File: src/rtl/coin_pkg.sv
package coin_pkg;

    localparam int TALLY_W = 3;
    localparam int SEG_W   = 7;
    localparam int DIGIT_W = 4;

    typedef enum logic [TALLY_W-1:0] {
        TALLY_NONE  = 3'd0,
        TALLY_ONE   = 3'd1,
        TALLY_TWO   = 3'd2,
        TALLY_THREE = 3'd3,
        TALLY_FULL  = 3'd4
    } tally_e;

    typedef logic [SEG_W-1:0]   seg_t;
    typedef logic [DIGIT_W-1:0] digit_t;

    // Active-low segment code, bit 6 = g ... bit 0 = a.
    function automatic seg_t digit_to_seg(input digit_t d);
        seg_t s;
        unique case (d)
            4'd0:    s = 7'b1000000;
            4'd1:    s = 7'b1111001;
            4'd2:    s = 7'b0100100;
            4'd3:    s = 7'b0110000;
            4'd4:    s = 7'b0011001;
            4'd5:    s = 7'b0010010;
            4'd6:    s = 7'b0000010;
            4'd7:    s = 7'b1111000;
            4'd8:    s = 7'b0000000;
            4'd9:    s = 7'b0010000;
            default: s = 7'b0111111;
        endcase
        return s;
    endfunction

endpackage

File: src/rtl/coin_sync.sv
module coin_sync #(
    parameter int STAGES = 2
) (
    input  logic clk,
    input  logic rst,
    input  logic async_in,
    output logic sync_out
);
    logic [STAGES-1:0] chain;

    generate
        for (genvar i = 0; i < STAGES; i++) begin : g_stage
            if (i == 0) begin : g_first
                always_ff @(posedge clk) begin
                    if (rst) chain[0] <= 1'b0;
                    else     chain[0] <= async_in;
                end
            end else begin : g_next
                always_ff @(posedge clk) begin
                    if (rst) chain[i] <= 1'b0;
                    else     chain[i] <= chain[i-1];
                end
            end
        end
    endgenerate

    assign sync_out = chain[STAGES-1];
endmodule

File: src/rtl/coin_edge.sv
module coin_edge (
    input  logic clk,
    input  logic rst,
    input  logic level,
    output logic pulse
);
    logic level_prev;

    always_ff @(posedge clk) begin
        if (rst) level_prev <= 1'b0;
        else     level_prev <= level;
    end

    assign pulse = level & ~level_prev;

    // A held level yields a single step.
    assert_single_step_R2: assert property (@(posedge clk) disable iff (rst)
        pulse |=> !pulse);
endmodule

File: src/rtl/coin_tally_fsm.sv
module coin_tally_fsm
    import coin_pkg::*;
(
    input  logic               clk,
    input  logic               rst,
    input  logic               step,
    output logic [TALLY_W-1:0] tally
);
    tally_e state_q, state_d;

    always_ff @(posedge clk) begin
        if (rst) state_q <= TALLY_NONE;
        else     state_q <= state_d;
    end

    always_comb begin
        unique case (state_q)
            TALLY_NONE:  state_d = step ? TALLY_ONE   : TALLY_NONE;
            TALLY_ONE:   state_d = step ? TALLY_TWO   : TALLY_ONE;
            TALLY_TWO:   state_d = step ? TALLY_THREE : TALLY_TWO;
            TALLY_THREE: state_d = step ? TALLY_FULL  : TALLY_THREE;
            TALLY_FULL:  state_d = TALLY_FULL;
            default:     state_d = TALLY_NONE;
        endcase
    end

    assign tally = state_q;

    assert_advance_one_R3: assert property (@(posedge clk) disable iff (rst)
        (step && tally != 3'd4) |=> (tally == $past(tally) + 3'd1));

    assert_hold_idle_R2: assert property (@(posedge clk) disable iff (rst)
        !step |=> $stable(tally));

    assert_no_overflow_R4: assert property (@(posedge clk) disable iff (rst)
        (tally == 3'd4) |=> (tally == 3'd4));

    assert_reset_clear_R6: assert property (@(posedge clk)
        rst |=> (tally == 3'd0));
endmodule

File: src/rtl/coin_seg_decode.sv
module coin_seg_decode
    import coin_pkg::*;
(
    input  logic [TALLY_W-1:0] tally,
    output logic [SEG_W-1:0]   seg_tens,
    output logic [SEG_W-1:0]   seg_ones
);
    digit_t tens_d, ones_d;

    always_comb begin
        unique case (tally)
            3'd1:    begin tens_d = 4'd2; ones_d = 4'd5; end
            3'd2:    begin tens_d = 4'd5; ones_d = 4'd0; end
            3'd3:    begin tens_d = 4'd7; ones_d = 4'd5; end
            3'd4:    begin tens_d = 4'd1; ones_d = 4'd0; end
            default: begin tens_d = 4'd0; ones_d = 4'd0; end
        endcase
    end

    assign seg_tens = digit_to_seg(tens_d);
    assign seg_ones = digit_to_seg(ones_d);
endmodule

File: src/rtl/coin_press_counter.sv
module coin_press_counter
    import coin_pkg::*;
#(
    parameter int SYNC_STAGES = 2
) (
    input  logic       clk,
    input  logic       rst,
    input  logic       coin_btn,
    output logic [2:0] quarters,
    output logic [6:0] seg_tens,
    output logic [6:0] seg_ones
);
    logic btn_sync;
    logic btn_step;

    coin_sync #(.STAGES(SYNC_STAGES)) u_sync (
        .clk      (clk),
        .rst      (rst),
        .async_in (coin_btn),
        .sync_out (btn_sync)
    );

    coin_edge u_edge (
        .clk   (clk),
        .rst   (rst),
        .level (btn_sync),
        .pulse (btn_step)
    );

    coin_tally_fsm u_fsm (
        .clk   (clk),
        .rst   (rst),
        .step  (btn_step),
        .tally (quarters)
    );

    coin_seg_decode u_dec (
        .tally    (quarters),
        .seg_tens (seg_tens),
        .seg_ones (seg_ones)
    );

    // A step is only possible once the raw input has crossed both stages.
    assert_sync_delay_R1: assert property (@(posedge clk) disable iff (rst)
        btn_step |-> $past(coin_btn, 2));

    // The empty tally shows 00 on the display.
    assert_zero_display_R5: assert property (@(posedge clk) disable iff (rst)
        (quarters == 3'd0) |-> (seg_tens == 7'b1000000 && seg_ones == 7'b1000000));
endmodule

File: config.mk
export PLATFORM = sky130hd
export DESIGN_NAME = coin_press_counter
export DESIGN_NICKNAME = d
export VERILOG_FILES = /design/src/rtl/coin_pkg.sv /design/src/rtl/coin_sync.sv /design/src/rtl/coin_edge.sv /design/src/rtl/coin_tally_fsm.sv /design/src/rtl/coin_seg_decode.sv /design/src/rtl/coin_press_counter.sv
export SDC_FILE = /design/constraint.sdc
export NUM_CORES = 1
export LEC_CHECK = 0
export BUFFER_PORTS_ARGS = -buffer_cell sky130_fd_sc_hd__buf_2
export CAP_MARGIN = 15
export CORE_AREA = 8 8 45 47
export CTS_CLUSTER_SIZE = 14
export DETAILED_ROUTE_END_ITERATION = 16
export DIE_AREA = 0 0 53 55
export GPL_TIMING_DRIVEN = 0
export HOLD_SLACK_MARGIN = 0.08
export PLACE_DENSITY = 0.63
export SLEW_MARGIN = 30
export SYNTH_ARGS = -nofsm -noshare
export SYNTH_HDL_FRONTEND = slang
export SYNTH_HIERARCHICAL = 1
export SYNTH_SLANG_ARGS = --single-unit
export TNS_END_PERCENT = 30
File: constraint.sdc
create_clock -name clk -period 2.4 [get_ports clk]
set_input_delay 0.24 -clock clk [delete_from_list [all_inputs] [get_ports clk]]
set_output_delay 0.24 -clock clk [all_outputs]
set_load 0.05 [all_outputs]
==> metrics.txt <==
fillers=156; cell taking the most area after synthesis=dfxtp_1; layout cells sized above 1=between 40% and 50%; Starting DRT DRC Count=2; gpl congestion=between 0.6 and 0.7; TritonCTS Buffers=3; largest net degree at the start of global routing=12; EDFF count, synth=0; Final Max Slew Viols=0; IO Count=20; CP Max Fanout=10; wire length per cell=10.6 um; Max Fclk=435 MHz; die area=roughly 3000 um2; DRT Pass-1 Iters=3; nets=76; Worst EP required=2.16 ns; Final Hold Fails=0; Rows=14; clk root buf=clkbuf_4; hpwl dp=703 um; clk slew on worst S/H paths=0.05 ns; CORE AREA=between 1000 and 1500 um2; final setup vio count=0; register area share after synthesis=between 20% and 30%; top-area cell type share of the netlist area=about 29%; share of flip-flops with an asynchronous set or reset=0%; width of the die=~53 um; Post-CTS Repair Setup Buffers=0; Final Util=40.2%; initial antenna violation count=0; Clock Skew=0.00778 ns; Netlist Area Pre-Place=420 um2; Starting Density=approximately 30%; htree depth=1; Min-Delay Path Class=primary input to register; first-pass GRT wire length=~1300 um; Setup CP Type=register to output port; Max Cap Viol=0; WP data arrival=2.06 ns; CTS sink cnt=6; P_leak=0.299 nW; post-layout total power=0.277 mW; synth top area cells=dfxtp_1, ha_1, buf_4; Final min period=2.30 ns; # diodes=0; DRC Markers=0; crit start category=register; crit path capture type=output port; cts repair resizes=1; vias in the first global route=283; RSZ-0062 raised after global routing=false; Vias=352; Vias/cell=4.24; area delta synth->final=32.4%; synthesized instance count=46; synth unique cells=25; final non-filler cell area=557 um2; drt total wl=roughly 880 um; GRT Total Usage=6.45%; Die H=55 um; synthesis-stage register bit count=6; global route overflow=0; fin crit share=95.8%; Mean Syn Cell Area=9.14 um2; hold buffers post-CTS=0; Synth Flop Type=dfxtp_1; clk_lat worst skew=0.24 ns; Worst VDD drop=around 180 uV; CTS tree=done; post-route ant nets=0; clk buf depth=2; port bufs=15; power per cell area=498 nW/um2; Syn. warnings=6; status=finished, final reports clean; placement-stage cell area=about 530 um2
-- critical path: stages, from the launching register on --
cell,delay (ns)
dfxtp_1,0.38
or3b_4,0.42
and2_1,0.19
ha_1,0.28
inv_1,0.05
mux2_1,0.27
buf_2,0.21
-- report_power, final --
group / internal (mW) / total, mW / switching [mW]
clock: 0.0565 / 0.0924 / 0.0359
sequential: 0.102 / 0.106 / 0.00397
combinational: 0.0203 / 0.0783 / 0.0581
total: 0.179 / 0.277 / 0.0979
-- layout make-up --
cell class              instances  area, um2  share of cell area (%)
clock buffers                   3       22.5                    4.04
repair buffers                 15       75.1                    13.5
flip-flops and latches          6        125                    22.5
multi-input cells              34        262                    47.0
plain buffers                   5       37.5                    6.74
inverters                       4       15.0                    2.70
well taps                      16       20.0                    3.60
-- cell usage after synthesis, drive strengths merged, types with 2 or more instances --
cell type / number
and2: 2
nor2b: 4
nand2b: 3
dfxtp: 6
o21ai: 2
inv: 4
buf: 5
ha: 4
a21oi: 3
or3b: 2
-- stage by stage --
| stage | std cells | hold WS (ns) | worst slack (ns) | setup TNS [ns] |
|---|---|---|---|---|
| after CTS | 83 | 0.200 | 0.0498 | 0 |
| after detailed placement | 80 | 0.437 | 0.248 | 0 |
| final | 83 | 0.213 | 0.101 | 0 |
| after global placement | 80 | 0.418 | 0.286 | 0 |
| after floorplan | 49 | 0.302 | -0.147 | -0.263 |
| after global routing | 83 | 0.198 | 0.0184 | 0 |
-- state kept, by name, summed over array words and instances (netlist names) --
register and flops:
u_fsm/tally 3, u_edge/level_prev 1, u_sync/chain 1, u_sync/sync_out 1
-- logic make-up after synthesis --
| group | share of synthesized area [%] |
|---|---|
| and+or+nand+nor | 30.4 |
| buffers and inverters | 12.5 |
| AOI/OAI and AO/OA | 11.0 |
| DFF | 28.6 |
| adders and majority gates | 11.9 |
| other | 0.892 |
| xor gates and xnor gates | 2.08 |
| muxes | 2.68 |
-- metal layers --
layer | track usage (%) | routed length (um) | share of wire, %
met5 | 0 | 0 | 0
met4 | 9.05 | 14 | 1.6
met3 | 2.41 | 38 | 4.3
met2 | 9.96 | 460 | 52
met1 | 5.63 | 370 | 42
-- worst paths after layout --
check / startpoint / to / slack (ns) / cells past startpoint
max: u_fsm/tally[1] / seg_tens[3] / 0.10 / 6
min: coin_btn / u_sync/chain[0] / 0.21 / 2
max reg2reg: u_fsm/tally[1] / u_fsm/tally[1] / 1.38 / 2
min reg2reg: u_sync/chain[0] / u_sync/sync_out / 0.44 / 1
-- cells in the final DEF (no fill, tap or decap), types with 2 or more instances in the layout --
cell type	synthesis	routed
a21oi_1	2	2
and2_1	2	2
buf_2	0	15
buf_4	5	5
clkbuf_4	0	3
conb_1	1	4
dfxtp_1	6	4
ha_1	4	4
inv_1	4	4
nand2b_1	3	3
nor2b_1	2	2
nor2b_4	2	2
No activity file was read; power rests on OpenSTA's default activity.
